## src/rtl/lrsc_pkg.sv

```systemverilog
package lrsc_pkg;
  typedef enum logic {
    KIND_RESERVE = 1'b0,
    KIND_CSTORE  = 1'b1
  } core_kind_e;

  localparam int unsigned NUM_KILL_SRC = 2;
  localparam int unsigned KSRC_SNOOP   = 0;
  localparam int unsigned KSRC_DROP    = 1;
endpackage

```

## src/rtl/lrsc_resv_reg.sv

```systemverilog
module lrsc_resv_reg #(
  parameter int unsigned TAG_W = 27
) (
  input  logic             clk,
  input  logic             rst_n,
  input  logic             set_en,
  input  logic [TAG_W-1:0] set_tag,
  input  logic             clr_en,
  output logic             resv_valid,
  output logic [TAG_W-1:0] resv_tag
);
  logic valid_d;
  logic tag_en;

  always_comb begin
    valid_d = resv_valid;
    if (set_en)      valid_d = 1'b1;
    else if (clr_en) valid_d = 1'b0;
    tag_en = set_en;
  end

  always_ff @(posedge clk or negedge rst_n) begin
    if (!rst_n) resv_valid <= 1'b0;
    else        resv_valid <= valid_d;
  end

  always_ff @(posedge clk or negedge rst_n) begin
    if (!rst_n)      resv_tag <= '0;
    else if (tag_en) resv_tag <= set_tag;
  end
endmodule

```

## src/rtl/lrsc_kill_detect.sv

```systemverilog
module lrsc_kill_detect #(
  parameter int unsigned TAG_W = 27,
  parameter int unsigned NSRC  = 2
) (
  input  logic [NSRC-1:0]           src_valid,
  input  logic [NSRC-1:0][TAG_W-1:0] src_line,
  input  logic [TAG_W-1:0]          resv_tag,
  output logic                      kill
);
  logic [NSRC-1:0] hit;

  for (genvar g = 0; g < NSRC; g++) begin : g_src
    assign hit[g] = src_valid[g] && (src_line[g] == resv_tag);
  end

  assign kill = |hit;
endmodule

```

## src/rtl/lrsc_sc_judge.sv

```systemverilog
module lrsc_sc_judge #(
  parameter int unsigned TAG_W = 27
) (
  input  logic             clk,
  input  logic             rst_n,
  input  logic             lr_req,
  input  logic             sc_req,
  input  logic [TAG_W-1:0] req_line,
  input  logic             resv_valid,
  input  logic [TAG_W-1:0] resv_tag,
  input  logic             kill,
  output logic             cc_req_valid,
  output logic             cc_req_excl,
  output logic [TAG_W-1:0] cc_req_line,
  output logic             core_rsp_valid,
  output logic             core_rsp_fail
);
  logic             sc_ok;
  logic             cc_v_d, cc_x_d, rsp_v_d, rsp_f_d;
  logic             line_en;

  always_comb begin
    sc_ok   = sc_req && resv_valid && (resv_tag == req_line) && !kill;
    cc_v_d  = lr_req || sc_ok;
    cc_x_d  = sc_ok;
    rsp_v_d = sc_req;
    rsp_f_d = sc_req && !sc_ok;
    line_en = cc_v_d;
  end

  always_ff @(posedge clk or negedge rst_n) begin
    if (!rst_n) begin
      cc_req_valid   <= 1'b0;
      cc_req_excl    <= 1'b0;
      core_rsp_valid <= 1'b0;
      core_rsp_fail  <= 1'b0;
    end else begin
      cc_req_valid   <= cc_v_d;
      cc_req_excl    <= cc_x_d;
      core_rsp_valid <= rsp_v_d;
      core_rsp_fail  <= rsp_f_d;
    end
  end

  always_ff @(posedge clk or negedge rst_n) begin
    if (!rst_n)       cc_req_line <= '0;
    else if (line_en) cc_req_line <= req_line;
  end
endmodule

```

## src/rtl/lrsc_monitor.sv

```systemverilog
module lrsc_monitor #(
  parameter int unsigned ADDR_W     = 32,
  parameter int unsigned LINE_OFF_W = 5,
  localparam int unsigned TAG_W     = ADDR_W - LINE_OFF_W
) (
  input  logic              clk,
  input  logic              rst_n,
  input  logic              core_req_valid,
  input  logic              core_req_kind,
  input  logic [ADDR_W-1:0] core_req_addr,
  input  logic              snp_valid,
  input  logic              snp_excl,
  input  logic [TAG_W-1:0]  snp_line,
  input  logic              loc_drop_valid,
  input  logic [TAG_W-1:0]  loc_drop_line,
  output logic              cc_req_valid,
  output logic              cc_req_excl,
  output logic [TAG_W-1:0]  cc_req_line,
  output logic              core_rsp_valid,
  output logic              core_rsp_fail
);
  import lrsc_pkg::*;

  logic                               lr_req, sc_req;
  logic [TAG_W-1:0]                   req_line;
  logic                               resv_valid;
  logic [TAG_W-1:0]                   resv_tag;
  logic                               kill;
  logic [NUM_KILL_SRC-1:0]            ksrc_valid;
  logic [NUM_KILL_SRC-1:0][TAG_W-1:0] ksrc_line;

  always_comb begin
    lr_req   = core_req_valid && (core_kind_e'(core_req_kind) == KIND_RESERVE);
    sc_req   = core_req_valid && (core_kind_e'(core_req_kind) == KIND_CSTORE);
    req_line = core_req_addr[ADDR_W-1:LINE_OFF_W];
    ksrc_valid[KSRC_SNOOP] = snp_valid && snp_excl;
    ksrc_line[KSRC_SNOOP]  = snp_line;
    ksrc_valid[KSRC_DROP]  = loc_drop_valid;
    ksrc_line[KSRC_DROP]   = loc_drop_line;
  end

  lrsc_kill_detect #(.TAG_W(TAG_W), .NSRC(NUM_KILL_SRC)) u_kill (
    .src_valid (ksrc_valid),
    .src_line  (ksrc_line),
    .resv_tag  (resv_tag),
    .kill      (kill)
  );

  lrsc_resv_reg #(.TAG_W(TAG_W)) u_resv (
    .clk        (clk),
    .rst_n      (rst_n),
    .set_en     (lr_req),
    .set_tag    (req_line),
    .clr_en     (kill || sc_req),
    .resv_valid (resv_valid),
    .resv_tag   (resv_tag)
  );

  lrsc_sc_judge #(.TAG_W(TAG_W)) u_judge (
    .clk            (clk),
    .rst_n          (rst_n),
    .lr_req         (lr_req),
    .sc_req         (sc_req),
    .req_line       (req_line),
    .resv_valid     (resv_valid),
    .resv_tag       (resv_tag),
    .kill           (kill),
    .cc_req_valid   (cc_req_valid),
    .cc_req_excl    (cc_req_excl),
    .cc_req_line    (cc_req_line),
    .core_rsp_valid (core_rsp_valid),
    .core_rsp_fail  (core_rsp_fail)
  );
endmodule

```

## config.mk

```make
export PLATFORM = sky130hd
export DESIGN_NAME = lrsc_monitor
export DESIGN_NICKNAME = d
export VERILOG_FILES = /design/src/rtl/lrsc_pkg.sv /design/src/rtl/lrsc_resv_reg.sv /design/src/rtl/lrsc_kill_detect.sv /design/src/rtl/lrsc_sc_judge.sv /design/src/rtl/lrsc_monitor.sv
export SDC_FILE = /design/constraint.sdc
export NUM_CORES = 1
export LEC_CHECK = 0
export ABC_AREA = 0
export BUFFER_PORTS_ARGS = -buffer_cell sky130_fd_sc_hd__buf_2
export CELL_PAD_IN_SITES_DETAIL_PLACEMENT = 0
export CELL_PAD_IN_SITES_GLOBAL_PLACEMENT = 1
export CORE_MARGIN = 2
export CORE_UTILIZATION = 38
export DETAILED_ROUTE_END_ITERATION = 8
export GPL_TIMING_DRIVEN = 0
export PLACE_DENSITY = 0.87
export RECOVER_POWER = 50
export SYNTH_ARGS = -nofsm -noshare
export SYNTH_HDL_FRONTEND = slang
export SYNTH_SLANG_ARGS = --single-unit
export TNS_END_PERCENT = 100
```

## constraint.sdc

```tcl
create_clock -name clk -period 2.88 [get_ports clk]
set_input_delay 0.288 -clock clk [delete_from_list [all_inputs] [get_ports clk]]
set_output_delay 0.288 -clock clk [all_outputs]
set_load 0.005 [all_outputs]
```

==> impl_metrics.csv, run 1 <==
group,metric,value,unit
timing,holdWs,147,ps
timing,finalMaxSlewViolations,0,
timing,period_share,89.9,%
place,dp_cells,499,
logic_synthesis,seq_area_frac_synth,44.4,%
drt,ant_nets,0,
timing,hold_viol,0,
logic_synthesis,synthAdderAreaFrac,0,%
finish,register_area,0.00148,mm^2
floorplanning,die-area,0.00951,mm^2
setup_path,critPathRequiredTime,3150,ps
cts,cts.path.max_buffers,2,
logic_synthesis,synth_xor_area_share,21.4,%
min_path,hp-class,"input pin to flip-flop",
power,power.total,2.48,mW
drt,drc,0,
finish,postLayoutCellArea,0.00423,mm^2
timing,fin_skew,9.64,ps
logic_synthesis,syn_nets,366,
logic_synthesis,syn_area_per_cell,12.2,um^2
timing,timing.fmax,0.386,GHz
setup_path,startpoint_type,"flip-flop",
logic_synthesis,ys_seq_elements,59,
finish,antenna_cells,0,
cts,ctsResizeCount,0,
drt,viasPerCell,5.35,
global_route,grt_antenna_before_repair,0,
floorplanning,ios,124,
floorplanning,coreArea,0.00859,mm^2
finish,multi_input_area,0.00176,mm^2
cts,cts_tree,"built",
cts,clk_latency,340,ps
cts,cts_setup_buffers,0,
global_route,grt_max_degree,60,
setup_path,cp_slowest_cell,"or4_1",
cts,clock-sinks,59,
drt,drt_first_pass_iters,4,
finish,final_common_cell,"buf_2",
finish,n_fill_cell,823,
place,io_buffers,118,
logic_synthesis,synthMuxAreaShare,9.15,%
timing,rsz0062_at_grt,"no",
setup_path,cpPeakStageDelay,550,ps
finish,nNetsFinal,495,
setup_path,critical_path_class,"flip-flop to flip-flop",
cts,cts-root-buf,"clkbuf_8",
floorplanning,die_x,97.5,um
finish,drive_gt1_share,40.3,%
place,finalWeightedCongestion,0.876,
finish,final_cell_mix,"buf_2, xnor2_1, dfrtp_1",
global_route,track_usage,20.4,%
setup_path,cp_cell_sequence,"xor2_1, or4_1, nor4_1, a22oi_1, a21oi_2, buf_4, a221o_1",
setup_path,cp-end-kind,"flip-flop",
floorplanning,fp-row-count,34,
cts,cts_buffers,9,
floorplanning,initial_utilization,38.7,%
logic_synthesis,synth_cell_types,23,
logic_synthesis,syn_inst,273,
logic_synthesis,synth_compound_area_share,16.2,%
timing,setup_viol,0,
global_route,grt_pass1_vias,2859,
cts,clkTransAtPathRegs,70,ps
global_route,gr-total-overflow,0,
power,power.leakage,1.78,nW
drt,drt_iter0_markers,114,
finish,area_growth,27.2,%
setup_path,arrival,2860,ps
floorplanning,die_h,97.5,um
logic_synthesis,synth_top_family_by_area,"XOR/XNOR gates",
timing,worst_pin_slew,1480,ps
finish,fin_cells,515,
drt,wirelength,9500,um
cts,htreeDepth,3,
power,peakVddDrop,0.246,mV
run,drv_cap,0,
logic_synthesis,yosys_warnings,0,
logic_synthesis,syn_area,0.00332,mm^2
setup_path,crit_fanout,10,
global_route,grt_pass1_wl,15000,um
drt,num_vias,2755,
place,dpl_cell_area,0.00405,mm^2
place,place_hpwl,7300,um
outcome,status,"finished clean",
power,power_density,586,mW/mm^2
logic_synthesis,yosys.area_share.simple,6.33,%
drt,wire_per_inst,18.5,um
cts,cts_hold_buf,0,
timing,tns,0,ps
timing,maxSlewHeadroom,1.54,%
timing,fin_crit,2590,ps
==> cells in the mapped netlist (all sizes together) <==
library cell  number  area [um^2]
buf                5         48.8
xnor2             63          552
mux2              27          304
inv                1         3.75
nor3               2         10.0
nor2               2         7.51
or4                1         7.51
or2                1         6.26
xor2              18          158
a21oi              1         8.76
a22oi              1         7.51
a221o             27          279
dfrtp             59         1480
nand4             17          106
clkbuf             8         30.0
nor2b              1         6.26
nor4               7         43.8
o21bai             1         7.51
nand2              3         11.3
a22o              27          236
and3               1         11.3
==> final timing paths <==
kind | depth (start not counted) | slack (ps) | startpoint | end
max | 7 | 290 | u_resv.resv_tag[19] | u_judge.cc_req_line[18]
min | 2 | 150 | core_req_valid | u_resv.resv_valid
max reg2reg | 7 | 290 | u_resv.resv_tag[19] | u_judge.cc_req_line[18]
min reg2reg | 1 | 540 | u_judge.cc_req_line[10] | u_judge.cc_req_line[10]
max in group asynchronous | 1 | 1700 | rst_n | u_judge.cc_req_line[18]
min in group asynchronous | 1 | 300 | rst_n | u_judge.cc_req_excl
==> metal layers <==
metal | global-route usage (%) | wire, um | up-vias
li1 | - | - | 1297
met1 | 27.2 | 4330 | 1354
met2 | 32.3 | 4450 | 86
met3 | 5.68 | 520 | 18
met4 | 6.62 | 198 | 0
met5 | 0 | 0 | -
==> cells by family after synthesis <==
logic type,after synthesis
XOR/XNOR,81
flip-flops,59
AO/OA/AOI/OAI,57
AND/OR/NAND/NOR,35
multiplexers,27
buffers and inverters,14
==> critical path: cells and delay by family, from the launching register on <==
family                 cells  cell delay, ps
AND/OR/NAND/NOR            2             850
AO/OA/AOI/OAI              3             760
XOR/XNOR                   1             190
buffers and inverters      1             270
flip-flops                 1             440
==> report_power, final <==
group,switching [mW],internal (mW)
clock network,0.326,0.424
logic,0.262,0.361
registers,0.151,0.952
==> through the flow <==
stage	setup slack, ps	util [%]
3_5_place_dp	330	47.1
2_1_floorplan	591	-
4_1_cts	296	49.3
5_1_grt	92.1	49.2
6_report	292	49.2
3_3_place_gp	338	47.1
==> state kept, by name, summed over array words and instances (netlist names) <==
signal                  flops
u_judge.core_rsp_fail       1
u_resv.resv_tag            27
u_resv.resv_valid           1
u_judge.cc_req_line        27
u_judge.cc_req_valid        1
u_judge.cc_req_excl         1
u_judge.core_rsp_valid      1
==> cell type report <==
class / count / area share, %
clock inverters: 2 / 0.829
flip-flops and latches: 59 / 34.9
plain buffers: 13 / 1.87
inverters: 1 / 0.0888
repair buffers: 118 / 13.7
clock buffers: 14 / 3.61
well taps: 108 / 3.20
multi-input cells: 200 / 41.7
No activity file was read; power rests on OpenSTA's default activity.
==> run 2, diff against run 1 <==
--- a/config.mk
+++ b/config.mk
@@ -13,7 +13,7 @@
 export CORE_UTILIZATION = 38
 export DETAILED_ROUTE_END_ITERATION = 8
 export GPL_TIMING_DRIVEN = 0
-export PLACE_DENSITY = 0.87
+export PLACE_DENSITY = 0.82
 export RECOVER_POWER = 50
 export SYNTH_ARGS = -nofsm -noshare
 export SYNTH_HDL_FRONTEND = slang
==> run 2 against run 1 <==
Against the previous run: wire length decreased by 1.1%; combinational power about the same; critical path depth unchanged; design area decreased by 0.56%; non-clock buffer count unchanged; global-route usage decreased by 0.24 points; utilization decreased by 0.28 points; sequential power about the same; hold slack improved by 74 ps; total power decreased by 4.3%; clock skew decreased by 0.86 ps; critical endpoint is now u_judge.cc_req_line[4]; largest cell class unchanged; largest power group unchanged.
==> impl_metrics.csv, run 2 (same netlist as run 1, synthesis figures left out) <==
group,metric,value,unit
drt,drt_first_pass_iters,4,
cts,htreeDepth,3,
global_route,gr-total-overflow,0,
power,p_int,1.64,mW
power,p_sw,727,uW
cts,cts_tree,"built",
setup_path,cp_cell_sequence,"xor2_1, nor4_1, nand4_1, nor4_1, a21oi_2, buf_4, a221o_2",
power,power_density,564,mW/mm^2
finish,nNetsFinal,495,
setup_path,r2r-start,"u_resv.resv_tag[23]",
timing,setup_viol,0,
run,drv_cap,0,
timing,fin_crit,2620,ps
place,pre_cts_slack,322,ps
power,pwr-share-clk,27.0,%
power,peakVddDrop,0.222,mV
place,place_hpwl,7250,um
floorplanning,die_h,97.5,um
setup_path,cp-end-kind,"flip-flop",
floorplanning,ios,124,
cts,clock-sinks,59,
finish,register_area,0.00148,mm^2
timing,finalMaxSlewViolations,0,
timing,hold_viol,0,
setup_path,r2r_cells,7,
drt,ant_nets,0,
global_route,grt_max_degree,60,
min_path,hp-class,"input pin to flip-flop",
drt,wire_per_inst,18.3,um
finish,final_cell_mix,"buf_2, xnor2_1, dfrtp_1",
timing,fin_skew,8.78,ps
setup_path,crit_top_cell,"nor4_1",
place,io_buffers,118,
outcome,status,"finished clean",
timing,setup_slack,263,ps
global_route,grt_antenna_before_repair,0,
floorplanning,initial_utilization,38.7,%
setup_path,startpoint,"u_resv.resv_tag[23]",
setup_path,startpoint_type,"flip-flop",
setup_path,reg2reg_to,"u_judge.cc_req_line[4]",
setup_path,path_depth,7,
cts,cts-root-buf,"clkbuf_8",
setup_path,critPathRequiredTime,3090,ps
setup_path,arrival,2830,ps
setup_path,critical_path_class,"flip-flop to flip-flop",
finish,multi_input_area,0.00176,mm^2
finish,antenna_cells,0,
floorplanning,fp-row-count,34,
global_route,track_usage,20.2,%
drt,drt_iter0_markers,98,
power,share_seq_of_total_power,46.6,%
finish,fin_util,48.9,%
finish,reg_top3,"u_judge.cc_req_line: 27 flops, u_resv.resv_tag: 27 flops",
cts,clkTransAtPathRegs,70,ps
global_route,grt_pass1_vias,2691,
timing,maxSlewHeadroom,1.26,%
finish,area_growth,26.5,%
drt,drc,0,
drt,wirelength,9400,um
finish,drive_gt1_share,41.4,%
floorplanning,die-area,0.00951,mm^2
timing,tns,0,ps
finish,final_common_cell,"buf_2",
setup_path,cp-endpoint,"u_judge.cc_req_line[4]",
timing,timing.fmax,0.382,GHz
setup_path,cpPeakStageDelay,460,ps
cts,cts_hold_buf,0,
finish,n_fill_cell,842,
setup_path,crit_fanout,10,
power,combPwrFrac,26.3,%
setup_path,crit_buf_inv,1,
drt,num_vias,2741,
power,switching_share,30.7,%
floorplanning,coreArea,0.00859,mm^2
cts,cts.path.max_buffers,2,
timing,period_share,90.9,%
setup_path,cp_slowest_cell,"dfrtp_1",
timing,rsz0062_at_grt,"no",
drt,viasPerCell,5.33,
cts,cts_buffers,9,
cts,ctsResizeCount,0,
cts,cts_setup_buffers,0,
setup_path,ff2ff_setup_slack,260,ps
global_route,grt_pass1_wl,14700,um
floorplanning,die_x,97.5,um
timing,worst_pin_slew,1480,ps
place,finalWeightedCongestion,0.830,
power,power.leakage,1.78,nW
cts,clk_latency,330,ps
setup_path,crit_family,"simple AND/OR/NAND/NOR gates",
-- run 2: cell count changes in the layout (fill, tap and decap cells not counted) --
cell,previous run,this run
buf_2,109,112
clkinv_2,1,3
clkbuf_1,20,15
bufinv_16,1,0
-- run 2: worst min-delay path by stage --
stage	start	to	slack (ps)	cells past startpoint
floorplan	rst_n	u_judge.cc_req_excl	-8	0
global placement	core_req_valid	u_resv.resv_valid	510	2
detailed placement	core_req_valid	u_resv.resv_valid	510	2
CTS	core_req_valid	u_resv.resv_valid	160	2
global route	core_req_addr[26]	u_resv.resv_tag[21]	230	2
finish	core_req_valid	u_resv.resv_valid	220	2
-- run 2: routing by layer --
metal / vias up / wire [um] / global-route usage [%] / part of all wire (%)
li1: 1298 / - / - / -
met1: 1348 / 4270 / 28.0 / 45
met2: 86 / 4540 / 31.8 / 48
met3: 9 / 480 / 4.03 / 5.1
met4: 0 / 112 / 6.41 / 1.2
met5: - / 0 / 0 / 0
-- run 2: area by class of cell --
class | count | area share, %
plain buffers | 13 | 1.88
clock buffers | 12 | 3.45
clock inverters | 3 | 0.357
inverters | 1 | 0.0893
multi-input cells | 200 | 42.0
flip-flops and latches | 59 | 35.1
well taps | 108 | 3.22
repair buffers | 118 | 13.9
-- run 2: power by group through the flow --
stage	Combinational [mW]	Clock, mW	Sequential [mW]
floorplan	0.382	0	1.09
global placement	0.617	0	1.11
detailed placement	0.629	0	1.12
CTS	0.633	0.648	1.10
global route	0.683	0.684	1.13
finish	0.624	0.640	1.10
-- run 2: through the flow --
| stage | hold slack [ps] | cell area (um^2) | std cells | total power [mW] |
|---|---|---|---|---|
| final | 221 | 4200 | 514 | 2.37 |
| after global routing | 234 | 4200 | 514 | 2.49 |
| after CTS | 159 | 4210 | 514 | 2.38 |
| after detailed placement | 513 | 4050 | 499 | 1.75 |
| after global placement | 511 | 4050 | 499 | 1.73 |
| after floorplan | -7.59 | 3320 | 273 | 1.47 |
-- run 2: worst register-to-register path, cell delays in order, from the launching register on --
cell,delay (ps)
dfrtp_1,460
xor2_1,190
nor4_1,420
nand4_1,180
nor4_1,440
a21oi_2,230
buf_4,230
a221o_2,340
